[config.mk]
export PLATFORM = sky130hd
export DESIGN_NAME = efmt_block_formatter
export DESIGN_NICKNAME = d
export VERILOG_FILES = /design/src/rtl/efmt_pkg.sv /design/src/rtl/efmt_out_stage.sv /design/src/rtl/efmt_word_counter.sv /design/src/rtl/efmt_block_formatter.sv
export SDC_FILE = /design/constraint.sdc
export NUM_CORES = 1
export LEC_CHECK = 0
export ABC_AREA = 1
export BUFFER_PORTS_ARGS = -buffer_cell sky130_fd_sc_hd__buf_2
export CAP_MARGIN = 20
export CORE_MARGIN = 8
export CORE_UTILIZATION = 56
export CTS_CLUSTER_DIAMETER = 120
export DETAILED_ROUTE_END_ITERATION = 7
export PLACE_DENSITY = 0.81
export SLEW_MARGIN = 20
export SYNTH_ARGS = -nofsm -noshare
export SYNTH_HDL_FRONTEND = slang
export SYNTH_SLANG_ARGS = --single-unit
[constraint.sdc]
create_clock -name clk -period 8.97 [get_ports clk]
set_clock_uncertainty 0.1 [all_clocks]
set_input_delay 0.897 -clock clk [delete_from_list [all_inputs] [get_ports clk]]
set_output_delay 0.897 -clock clk [all_outputs]
set_load 0.1 [all_outputs]
[src/rtl/efmt_pkg.sv]
package efmt_pkg;

    typedef enum logic [3:0] {
        WT_BLK_HDR = 4'd0,
        WT_BLK_TRL = 4'd1,
        WT_EVT_HDR = 4'd2,
        WT_TRIG    = 4'd3,
        WT_WIN_HDR = 4'd4
    } wtype_e;

    typedef enum logic [3:0] {
        S_IDLE, S_BHDR, S_EHDR, S_TLO, S_THI,
        S_SCAN, S_WHDR, S_SMPA, S_SMPB, S_TRAIL
    } fmt_state_e;

    localparam int SMP_W = 13;

    function automatic logic [31:0] typed_word(wtype_e t, logic [26:0] body);
        return {1'b1, t, body};
    endfunction

endpackage

[src/rtl/efmt_out_stage.sv]
module efmt_out_stage (
    input  logic        clk,
    input  logic        rst_n,
    input  logic        emit,
    input  logic [31:0] word,
    output logic        load,
    output logic        out_valid,
    input  logic        out_ready,
    output logic [31:0] out_data
);
    assign load = !out_valid || out_ready;

    always_ff @(posedge clk) begin
        if (!rst_n) begin
            out_valid <= 1'b0;
            out_data  <= '0;
        end else if (emit) begin
            out_valid <= 1'b1;
            out_data  <= word;
        end else if (out_ready) begin
            out_valid <= 1'b0;
        end
    end
endmodule

[src/rtl/efmt_word_counter.sv]
module efmt_word_counter #(
    parameter int WCW = 22
) (
    input  logic           clk,
    input  logic           rst_n,
    input  logic           clear,
    input  logic           inc,
    output logic [WCW-1:0] value
);
    always_ff @(posedge clk) begin
        if (!rst_n)      value <= '0;
        else if (clear)  value <= '0;
        else if (inc)    value <= value + WCW'(1);
    end
endmodule

[src/rtl/efmt_block_formatter.sv]
module efmt_block_formatter
    import efmt_pkg::*;
#(
    parameter int NCH  = 16,
    parameter int CNTW = 12
) (
    input  logic                clk,
    input  logic                rst_n,
    input  logic                start,
    input  logic [4:0]          slot,
    input  logic [9:0]          blk_num,
    input  logic [21:0]         evt_num,
    input  logic [47:0]         trig_time,
    input  logic [NCH-1:0]      ch_enable,
    input  logic [NCH*CNTW-1:0] ch_count,
    output logic                busy,
    input  logic                smp_valid,
    output logic                smp_ready,
    input  logic [12:0]         smp_data,
    output logic                out_valid,
    input  logic                out_ready,
    output logic [31:0]         out_data
);
    localparam int CHW = (NCH > 1) ? $clog2(NCH) : 1;
    localparam int CIW = $clog2(NCH + 1);
    localparam int WCW = 22;

    fmt_state_e st, nxt;

    logic [4:0]       slot_l;
    logic [9:0]       blk_l;
    logic [21:0]      evt_l;
    logic [47:0]      ts_l;
    logic [NCH-1:0]   en_l;
    logic [CNTW-1:0]  cnt_a [NCH];
    logic [CIW-1:0]   ch;
    logic [CNTW-1:0]  rem;
    logic [SMP_W-1:0] hold;
    logic [WCW-1:0]   wc;

    logic        emit, load, accept;
    logic        hold_ld, rem_ld, rem_dec, ch_inc;
    logic [31:0] word;
    logic [CHW-1:0]  chi;
    logic [CNTW-1:0] cur_cnt;
    logic [3:0]      ch_field;

    assign accept   = (st == S_IDLE) && start;
    assign busy     = (st != S_IDLE);
    assign chi      = ch[CHW-1:0];
    assign cur_cnt  = cnt_a[chi];
    assign ch_field = 4'(ch);

    // State register
    always_ff @(posedge clk) begin
        if (!rst_n) st <= S_IDLE;
        else        st <= nxt;
    end

    // Next state and outputs
    always_comb begin
        nxt       = st;
        emit      = 1'b0;
        word      = '0;
        smp_ready = 1'b0;
        hold_ld   = 1'b0;
        rem_ld    = 1'b0;
        rem_dec   = 1'b0;
        ch_inc    = 1'b0;
        unique case (st)
            S_IDLE: if (start) nxt = S_BHDR;
            S_BHDR: begin
                word = typed_word(WT_BLK_HDR, {slot_l, 4'd0, blk_l, 8'd1});
                if (load) begin emit = 1'b1; nxt = S_EHDR; end
            end
            S_EHDR: begin
                word = typed_word(WT_EVT_HDR, {5'd0, evt_l});
                if (load) begin emit = 1'b1; nxt = S_TLO; end
            end
            S_TLO: begin
                word = typed_word(WT_TRIG, {3'd0, ts_l[23:0]});
                if (load) begin emit = 1'b1; nxt = S_THI; end
            end
            S_THI: begin
                word = {8'd0, ts_l[47:24]};
                if (load) begin emit = 1'b1; nxt = S_SCAN; end
            end
            S_SCAN: begin
                if (ch == CIW'(NCH))  nxt = S_TRAIL;
                else if (en_l[chi])   nxt = S_WHDR;
                else                  ch_inc = 1'b1;
            end
            S_WHDR: begin
                word = typed_word(WT_WIN_HDR, {ch_field, 11'd0, 12'(cur_cnt)});
                if (load) begin
                    emit   = 1'b1;
                    rem_ld = 1'b1;
                    if (cur_cnt == '0) begin ch_inc = 1'b1; nxt = S_SCAN; end
                    else               nxt = S_SMPA;
                end
            end
            S_SMPA: begin
                word = {3'b000, smp_data, 2'b00, 1'b1, 13'd0};
                if (rem == CNTW'(1)) begin
                    smp_ready = load;
                    if (load && smp_valid) begin
                        emit = 1'b1; ch_inc = 1'b1; nxt = S_SCAN;
                    end
                end else begin
                    smp_ready = 1'b1;
                    if (smp_valid) begin
                        hold_ld = 1'b1; rem_dec = 1'b1; nxt = S_SMPB;
                    end
                end
            end
            S_SMPB: begin
                word      = {3'b000, hold, 2'b00, 1'b0, smp_data};
                smp_ready = load;
                if (load && smp_valid) begin
                    emit    = 1'b1;
                    rem_dec = 1'b1;
                    if (rem == CNTW'(1)) begin ch_inc = 1'b1; nxt = S_SCAN; end
                    else                 nxt = S_SMPA;
                end
            end
            S_TRAIL: begin
                word = typed_word(WT_BLK_TRL, {slot_l, wc + WCW'(1)});
                if (load) begin emit = 1'b1; nxt = S_IDLE; end
            end
            default: nxt = S_IDLE;
        endcase
    end

    // Datapath registers
    always_ff @(posedge clk) begin
        if (!rst_n) begin
            slot_l <= '0; blk_l <= '0; evt_l <= '0; ts_l <= '0;
            en_l <= '0; ch <= '0; rem <= '0; hold <= '0;
        end else begin
            if (accept) begin
                slot_l <= slot; blk_l <= blk_num; evt_l <= evt_num;
                ts_l <= trig_time; en_l <= ch_enable; ch <= '0;
            end else if (ch_inc) begin
                ch <= ch + CIW'(1);
            end
            if (rem_ld)       rem <= cur_cnt;
            else if (rem_dec) rem <= rem - CNTW'(1);
            if (hold_ld)      hold <= smp_data;
        end
    end

    for (genvar i = 0; i < NCH; i++) begin : g_cnt
        always_ff @(posedge clk) begin
            if (!rst_n)      cnt_a[i] <= '0;
            else if (accept) cnt_a[i] <= ch_count[i*CNTW +: CNTW];
        end
    end

    efmt_word_counter #(.WCW(WCW)) u_wc (
        .clk(clk), .rst_n(rst_n), .clear(accept), .inc(emit), .value(wc)
    );

    efmt_out_stage u_out (
        .clk(clk), .rst_n(rst_n), .emit(emit), .word(word), .load(load),
        .out_valid(out_valid), .out_ready(out_ready), .out_data(out_data)
    );
endmodule

After elaboration in Yosys (flattened, before gate mapping) --
Memory sizes are Yosys's and may differ from the RTL's. A register that Yosys moved wholly into a read port is not among the register bits. Index checks and enable logic that the tools add are counted.
Cells by class: $add $sub $neg 3, $lt $le $gt $ge 1, eq/ne operators 22, multiplexer cells 63, bitwise logic cells 17, reduce and logical (&&, ||, !) cells 12
Operators by type and width (number):
- case mux 32 bit (8 select lines) | 1
- two-way mux 12 bit | 18
- two-way mux 4 bit | 15
- case mux 4 bit (10 select lines) | 1
- adder 22 x 1 -> 22 bit (second input constant) | 1
- two-way mux 1 bit | 21
- equality test 4 x 3 -> 1 bit (second input constant) | 4
- inequality test 2 bit (second input constant) | 8
- OR 1 bit | 16
- equality test 12 x 1 -> 1 bit (second input constant) | 1
- zero test 12 bit | 1
- subtractor 12 x 1 -> 12 bit (second input constant) | 1
- AND reduction 11 bit | 1
- inequality test 3 bit (second input constant) | 3
- equality test 4 x 2 -> 1 bit (second input constant) | 2
- equality test 4 bit (second input constant) | 2
- OR reduction 6 bit | 1
- adder 5 x 1 -> 5 bit (second input constant) | 1
- equality test 5 bit (second input constant) | 1
- < comparator 4 x 5 -> 1 bit (second input constant) | 1
- binary-select mux 1 bit (select 4 bit) | 1
- equality test 4 x 1 -> 1 bit (second input constant) | 1
- zero test 4 bit | 1
- two-way mux 2 bit | 2
- 10 further kinds | 13
Storage, ports and cells: register bits after elaboration 190, RAM bits 192, bits of input ports 311, memories kept 1
Memory list:
- cnt_a | depth 16, width 12, rd ports 1, clocked after Yosys merged registers in 1, write ports 16, RTL line efmt_block_formatter.sv:35 | logic [CNTW-1:0] cnt_a [NCH];

Depth between registers and ports, before layout --
Gate-level depths: netlist of run 1.
depth after elaboration 8, depth in mapped cells 18, mapped depth without buffers 15

Modules after synthesis --
Synthesis of run 1 repeated with hierarchy kept, for this count alone.
Unflattened totals: cell total of the unflattened synthesis 2415, area total of the unflattened synthesis 18657.9 um^2
Modules (own cells, without submodules):
- efmt_block_formatter | times used 1, cells an instance 2098, area each 16330.7 um^2, sequential area each 8548.2 um^2
- efmt_word_counter | times used 1, cells an instance 174, area each 1171.1 um^2, sequential area each 440.4 um^2
- efmt_out_stage | times used 1, cells an instance 143, area each 1156.1 um^2, sequential area each 660.6 um^2

Worst setup path after synthesis of run 1 --
Ideal clock, no wire load.
kind input to register, start point in start, end point mem cnt_a[0][0], enable pin, data arrival time 6.457 ns, path slack 1.781 ns, stages on the path 3, buffers on the path 1, cell sequence nand3_1 > nand2_1 > clkbuf_1
RTL lines:
- from (decl) | RTL line efmt_block_formatter.sv:9 | input logic start,
- to (decl) | RTL line efmt_block_formatter.sv:35

Worst setup path after layout of run 1 --
start point reg st[2], end point out smp_ready
Between the ends: longest elaborated chain between the ends 2, elaborated cells on any way between the ends 3, those cells by class eq/ne (2); mux (1)
Ends and longest elaborated chain:
- from (decl) | RTL line efmt_block_formatter.sv:28 | fmt_state_e st, nxt;
- from (signal assigned) | RTL line efmt_block_formatter.sv:57 | else st <= nxt;
- equality test 4 bit / equality test 4 x 3 -> 1 bit (equally long branches) | RTL line efmt_block_formatter.sv:70 | unique case (st)
- case mux 1 bit (2 select lines) * | RTL line efmt_block_formatter.sv:70
- to (decl) | RTL line efmt_block_formatter.sv:18 | output logic smp_ready,
Every way passes the cells marked *; elsewhere a longest branch is shown, timed or not.

==> results.rst, run 1 <==
.. list-table::
   :header-rows: 1

   * - Metric
     - Value
   * - Input/output buffers
     - 344
   * - Slew Limit Fails
     - 0
   * - Area added between synthesis and finish
     - 17.1%
   * - Setup repair after global routing missed its margin
     - false
   * - Yosys warnings
     - 0
   * - Clock sinks
     - 385
   * - Net count of the mapped netlist
     - 2594
   * - Number of global-route vias before repair
     - 16114
   * - WL per Instance
     - 17.8 um
   * - Crit. Startpoint
     - st[2]
   * - Area of the die
     - 0.0384 mm^2
   * - Distinct cells, synth
     - 48
   * - Count of mapped cells out of synthesis
     - 2278
   * - Root buf cell
     - clkbuf_16
   * - Relative slew slack
     - 30.0%
   * - Maximum Capacitance Violations
     - 0
   * - Global-route congestion overflow total
     - 0
   * - Startpoint of the lowest-slack register-to-register path
     - st[1]
   * - Fillcell total
     - 2648
   * - Maximum clock frequency
     - 0.268 GHz
   * - Endpoint type of the worst setup path
     - primary output
   * - Status
     - complete, no violations
   * - Cell count of the worst hold path
     - 2
   * - Worst endpoint required time
     - 7.97 ns
   * - Final setup slack of the worst path
     - 5.24 ns
   * - Most frequent cell after synthesis
     - inv_1
   * - Routed Wire Length
     - 53.2 mm
   * - Post-route DRC violation count
     - 0
   * - Synthesis-stage register bit count
     - 385
   * - Average cell area after synthesis
     - 7.97 um^2
   * - Post-CTS repair timing setup buffer count
     - 0
   * - Clock buffer count from CTS
     - 40
   * - Ranking of synthesized cells by area
     - edfxtp_1, dfxtp_1, inv_1
   * - Count of final hold-check violations
     - 0
   * - Antenna Diode Count
     - 0
   * - H-Tree Level Count
     - 2
   * - Effective utilization at floorplan
     - 56.4%
   * - DIE WIDTH
     - 196 um
   * - HP Class
     - reg -> reg
   * - CTS tree
     - done
   * - Cell accounting for the most synthesized area
     - edfxtp_1
   * - I/O pins
     - 346
   * - Number of hold buffers added after CTS
     - 0
   * - Drt first-iter violations
     - 1624
   * - Longest Clk Path Bufs
     - 3
   * - Netlist area before placement
     - 0.0182 mm^2
   * - Yosys top cell area share
     - 31.7%
   * - Pwr per Cell Area
     - 272 mW/mm^2
   * - Layout cells sized above 1
     - 17.4%
   * - Global-route wire length before repair
     - 82.3 mm
   * - Number of antenna violations at the first check in global routing
     - 2
   * - Maximum vdd ir drop
     - 0.264 mV
   * - Area inside the core boundary
     - 0.0322 mm^2
   * - WS Path Type
     - reg -> out
   * - Number of enable flip-flop cells after synthesis
     - 192
   * - Main flop type after synthesis
     - dfxtp_1
   * - Final Cycle Share
     - 41.6%
   * - Routed via count divided by cell count
     - 5.45
   * - Number of cells on the worst reg-to-reg path
     - 12
   * - Routed vias
     - 16313
   * - Hpwl dp
     - 37.2 mm
   * - Actual slew at the worst max-slew pin
     - 1.05 ns
   * - Placement Rows
     - 66
   * - Clock slew at the register clock pins of the worst setup and hold paths
     - 0.06 ns
   * - Leakage dissipation
     - 10.1 nW
   * - Crit start category
     - flip-flop
   * - Leading post-synthesis cells by instance count
     - inv_1, nand2_1, nor2_1, dfxtp_1, edfxtp_1
   * - Worst slack at placement
     - 4.81 ns
   * - Data arrival time of the worst path
     - 2.73 ns
   * - Number of gates given a new drive strength after cts
     - 0
   * - TritonRoute pass-1 iters
     - 6
   * - Number of nets in the final layout
     - 2873
   * - Height of the die
     - 196 um
   * - Sequential fraction of the synthesis area
     - 53.0%
   * - Final GP Congestion
     - 0.924
   * - # setup viols final
     - 0
   * - Shortest period the worst path allows
     - 3.73 ns
   * - Pin count of the biggest net entering global routing
     - 294
   * - Critical-path maximum fanout
     - 14
   * - Last element of the critical path
     - smp_ready
   * - Remaining number of nets flagged by the antenna check after routing
     - 0
   * - Fraction of registers with async set or reset after synthesis
     - 0%
   * - Reg-to-reg setup timing slack
     - 5.43 ns
   * - Source-to-sink clock delay at the later pin of the worst-skew pair
     - 0.53 ns
   * - Aggregate negative setup slack
     - 0 ns
   * - Global Route Usage Sum
     - 26.5%
   * - R2r endpoint
     - u_wc.value[2]
[critical path: stages, from the launching register on]
cell,delay [ns]
dfxtp_1,0.45
inv_2,0.08
nor2_2,0.16
nand2_1,0.22
inv_2,0.32
nand2_1,0.17
a21oi_1,0.31
buf_2,0.49
[per-stage QoR]
step	area [um^2]	utilization (%)	hold slack, ns	instances	power [mW]
final	21300	66.0	0.346	2993	5.77
after global routing	21300	66.0	0.362	2993	6.01
after detailed placement	20000	62.0	0.338	2921	4.18
after global placement	20000	62.0	0.332	2921	4.12
after CTS	21200	65.8	0.348	2991	5.76
after floorplan	18200	-	0.323	2278	3.77
[cells in the final DEF, fill, tap and decap left out, types with 11 or more instances in the layout]
cell,n
nand3_1,115
buf_4,11
o22ai_1,81
a221oi_1,16
a21oi_1,83
o211ai_1,21
nor2_1,319
clkbuf_1,12
clkbuf_16,42
inv_1,483
inv_2,13
edfxtp_1,192
dfxtp_1,192
buf_2,344
xor2_1,16
o21ai_0,153
nand2_1,348
o21ai_1,15
[sequential cells by signal (all words and copies together) (netlist names), 4 cells and up, named ones only]
register and flops:
ch 5, cnt_a 192, u_wc.value 22, en_l 16
rem 12, slot_l 5, ts_l 48, u_out.out_data 31
hold 13, st 4, evt_l 22, blk_l 10
[how the worst min path moves through the flow]
stage / slack [ns] / end / from
after floorplan: 0.32 / en_l[10] / en_l[10]
after global placement: 0.33 / hold[3] / hold[3]
after detailed placement: 0.34 / hold[10] / hold[10]
after CTS: 0.35 / hold[10] / hold[10]
after global routing: 0.36 / hold[9] / hold[9]
final: 0.35 / hold[10] / hold[10]
[kinds of logic (layout without fill, tap and decap cells)]
group                    after synthesis  after routing  share of synthesized area (%)
XOR/XNOR                              21             21                           1.01
AND/OR/NAND/NOR                      828            828                           18.7
AO/OA/AOI/OAI                        419            419                           13.6
buffers and inverters                619            926                           13.3
adder cells (fa/ha/maj)                5              5                          0.344
flip-flops                           385            385                           53.0
other                                  1              1                         0.0206
[routing by layer]
metal	up-vias	wire, um	GRT usage (%)
li1	7824	-	-
met1	7484	20600	32.4
met2	834	24900	44.0
met3	169	4830	5.62
met4	2	2770	13.5
met5	-	13	0
[report_power, final]
group	total [mW]	switching [mW]	internal [mW]
Combinational	1.71	1.32	0.390
Clock	1.59	0.673	0.919
Sequential	2.47	0.186	2.29
[final cells by class]
class	count	area, um^2	area share [%]
clock inverters	12	91.3	0.430
multi-input cells	1274	6130	28.8
flip-flops and latches	385	9630	45.3
repair buffers	358	1880	8.84
inverters	498	1870	8.79
well taps	408	510	2.40
clock buffers	58	1150	5.41
(Power assumes the default switching activity.)
==> run 2: changes to the inputs <==
Clock period 8.97 ns to 3.6 ns, I/O delays scaled along.
==> run 2 against run 1 <==
Clock-buffer cell count unchanged; hold slack lost 0.34 ns; clock power rose to 2.6 times the previous value; largest cell class unchanged; highest routed layer is now met4.
==> results.rst, run 2 (synthesis gave the netlist of run 1 again) <==
.. list-table::
   :header-rows: 1

   * - Metric
     - Value
   * - Setup repair after global routing missed its margin
     - false
   * - Remaining number of nets flagged by the antenna check after routing
     - 0 (unchanged)
   * - Fin cells
     - 3067 (+2.5%)
   * - Switching share of power
     - 37.4% (-0.31 points)
   * - Layout cells sized above 1
     - 17.3% (-0.095 points)
   * - Global Route Usage Sum
     - 28.1% (+1.5 points)
   * - Met2 Use GR
     - 46.4% (+2.4 points)
   * - Maximum clock frequency
     - 0.319 GHz
   * - Effective utilization at floorplan
     - 56.4% (unchanged)
   * - Placement Rows
     - 66 (unchanged)
   * - Post-route DRC violation count
     - 0 (unchanged)
   * - Final Cycle Share
     - 87.0%
   * - Relative slew slack
     - 28.3% (-1.7 points)
   * - Final GP Congestion
     - 0.972 (+5.2%)
   * - WL per Instance
     - 18.1 um (+1.8%)
   * - HP Class
     - in -> reg
   * - Crit start category
     - flip-flop
   * - Placed instance count
     - 2931 (+0.34%)
   * - Register with the most flip-flops
     - cnt_a
   * - Share of the core filled with cells
     - 68.5% (+2.5 points)
   * - Number of nets in the final layout
     - 2945 (+2.5%)
   * - WS Path Type
     - reg -> reg
   * - Highest-utilization routing layer at the global route stage
     - met2
   * - Critical-path maximum fanout
     - 13 (-1)
   * - Maximum Capacitance Violations
     - 0 (unchanged)
   * - Root buf cell
     - clkbuf_16
   * - Longest Clk Path Bufs
     - 3 (unchanged)
   * - Global-route congestion overflow total
     - 0 (unchanged)
   * - Clock sinks
     - 385 (unchanged)
   * - Largest registers
     - cnt_a (192), ts_l (48), u_out.out_data (31)
   * - Commonest cells after routing, fill and taps aside
     - inv_1, nand2_1, buf_2
   * - Number of global-route vias before repair
     - 16789 (+4.2%)
   * - Area added between synthesis and finish
     - 21.5%
   * - DIE WIDTH
     - 196 um (unchanged)
   * - Flip-flop count of the largest register, all copies and words added
     - 192 (unchanged)
   * - Routed via count divided by cell count
     - 5.48 (+0.49%)
   * - Hpwl dp
     - 38.8 mm (+4.2%)
   * - Cell internal pwr
     - 9.20 mW (+160%)
   * - Clock share of power
     - 28.3% (+0.7 points)
   * - Area inside the core boundary
     - 0.0322 mm^2 (unchanged)
   * - I/O pins
     - 346 (unchanged)
   * - Reg-to-reg setup timing slack
     - 0.47 ns (-4.96 ns)
   * - Clock buffer count from CTS
     - 41 (+2.5%)
   * - Global routing met1 resource utilization
     - 34.8% (+2.4 points)
   * - Maximum vdd ir drop
     - 0.757 mV (+190%)
   * - Drt first-iter violations
     - 1832 (+13%)
   * - Met3 usage
     - 5.81% (+0.19 points)
   * - Switching pwr
     - 5.50 mW (+150%)
   * - Endpoint type of the worst setup path
     - flip-flop
   * - Post-CTS repair timing setup buffer count
     - 0 (unchanged)
   * - # setup viols final
     - 0 (unchanged)
   * - Height of the die
     - 196 um (unchanged)
   * - TritonRoute pass-1 iters
     - 8 (+2)
   * - Final setup slack of the worst path
     - 0.468 ns (-4.77 ns)
   * - Leakage dissipation
     - 10.4 nW (+3.4%)
   * - Worst endpoint required time
     - 3.91 ns (-4.06 ns)
   * - Source-to-sink clock delay at the later pin of the worst-skew pair
     - 0.54 ns (about the same)
   * - Shortest period the worst path allows
     - 3.13 ns
   * - Fillcell total
     - 2474 (-6.6%)
   * - Routed vias
     - 16798 (+3.0%)
   * - Worst slack at placement
     - 0.642 ns (-4.17 ns)
   * - Fraction of power consumed by sequential logic
     - 42.1% (-0.7 points)
   * - Number of antenna violations at the first check in global routing
     - 0 (-2)
   * - Total power
     - 14.7 mW (+150%)
   * - Status
     - complete, no violations
   * - Area of the die
     - 0.0384 mm^2 (unchanged)
   * - Actual slew at the worst max-slew pin
     - 1.08 ns (+0.0286 ns)
   * - Global-route wire length before repair
     - 87.1 mm (+5.8%)
   * - Input/output buffers
     - 344 (unchanged)
   * - CTS tree
     - done
   * - Most common library cell in the layout ignoring fill and taps
     - inv_1
   * - Aggregate negative setup slack
     - 0 ns (unchanged)
   * - Combinational fraction of design power
     - 29.6% (about the same)
   * - Routed Wire Length
     - 55.5 mm (+4.4%)
   * - Count of final hold-check violations
     - 0 (unchanged)
   * - Pin count of the biggest net entering global routing
     - 186 (-37%)
   * - Slew Limit Fails
     - 0 (unchanged)
   * - Pwr per Cell Area
     - 666 mW/mm^2 (+150%)
   * - Data arrival time of the worst path
     - 3.44 ns (+0.71 ns)
   * - Clock slew at the register clock pins of the worst setup and hold paths
     - 0.06 ns (about the same)
   * - H-Tree Level Count
     - 2 (unchanged)
run 2: cell count changes in the layout (fill, tap and decap cells not counted), sizes merged:
cell         change
dlygate4sd3     +63
clkinv           -1
buf              +8
diode            +2
clkinvlp         +1
bufinv           +2
inv              -1
run 2: critical path, cell delays in order, from the launching register on:
cell and delay, ns:
dfxtp_1 0.47, inv_2 0.08, nand2_2 0.09, nor2_2 0.08
nand2_1 0.37, inv_1 0.41, a22oi_1 0.24, o221ai_1 0.25
a21oi_1 0.44, o21ai_0 0.25, o21bai_1 0.17, inv_1 0.05
run 2: worst paths after layout:
kind | from | to | depth (start not counted)
setup / recovery | st[1] | u_out.out_data[2] | 11
hold / removal | slot[0] | slot_l[0] | 3
setup reg to reg | st[1] | u_out.out_data[2] | 11
hold reg to reg | hold[8] | hold[8] | 2
run 2: power by group through the flow:
stage,Combinational [mW],Clock (mW),Sequential (mW)
after floorplan,2.00,0,7.31
after global placement,4.15,0,6.21
after detailed placement,4.23,0,6.24
after CTS,4.31,4.18,6.16
after global routing,4.68,4.37,6.26
final,4.36,4.16,6.18
run 2: stage by stage:
step / hold slack, ns / instance area (um^2)
after floorplan: 0.323 / 18200
after global placement: 0.332 / 20100
after detailed placement: 0.342 / 20100
after CTS: 0.000607 / 22100
after global routing: 0.00234 / 22100
final: 0.00438 / 22100
run 2: what timing repair did:
action / in CTS / in global routing
gates resized for setup: 0 / 0
hold buffers: 63 / 0
hold endpoints to repair: 63 / 0
run 2: final cells by class:
| class | count | area, um^2 | share of cell area, % |
|---|---|---|---|
| Timing Repair Buffer | 429 | 2590 | 11.7 |
| Tap cell | 408 | 510 | 2.31 |
| Multi-Input combinational cell | 1274 | 6130 | 27.8 |
| Inverter | 498 | 1870 | 8.47 |
| Antenna cell | 2 | 5.00 | 0.0227 |
| Sequential cell | 385 | 9630 | 43.7 |
| Clock buffer | 58 | 1160 | 5.26 |
| Clock inverter | 13 | 170 | 0.771 |
run 2: routing by layer:
| metal | up-vias | part of all wire, % |
|---|---|---|
| met2 | 985 | 47 |
| met4 | 0 | 5.0 |
| li1 | 7969 | - |
| met3 | 183 | 9.5 |
| met5 | - | 0 |
| met1 | 7661 | 39 |
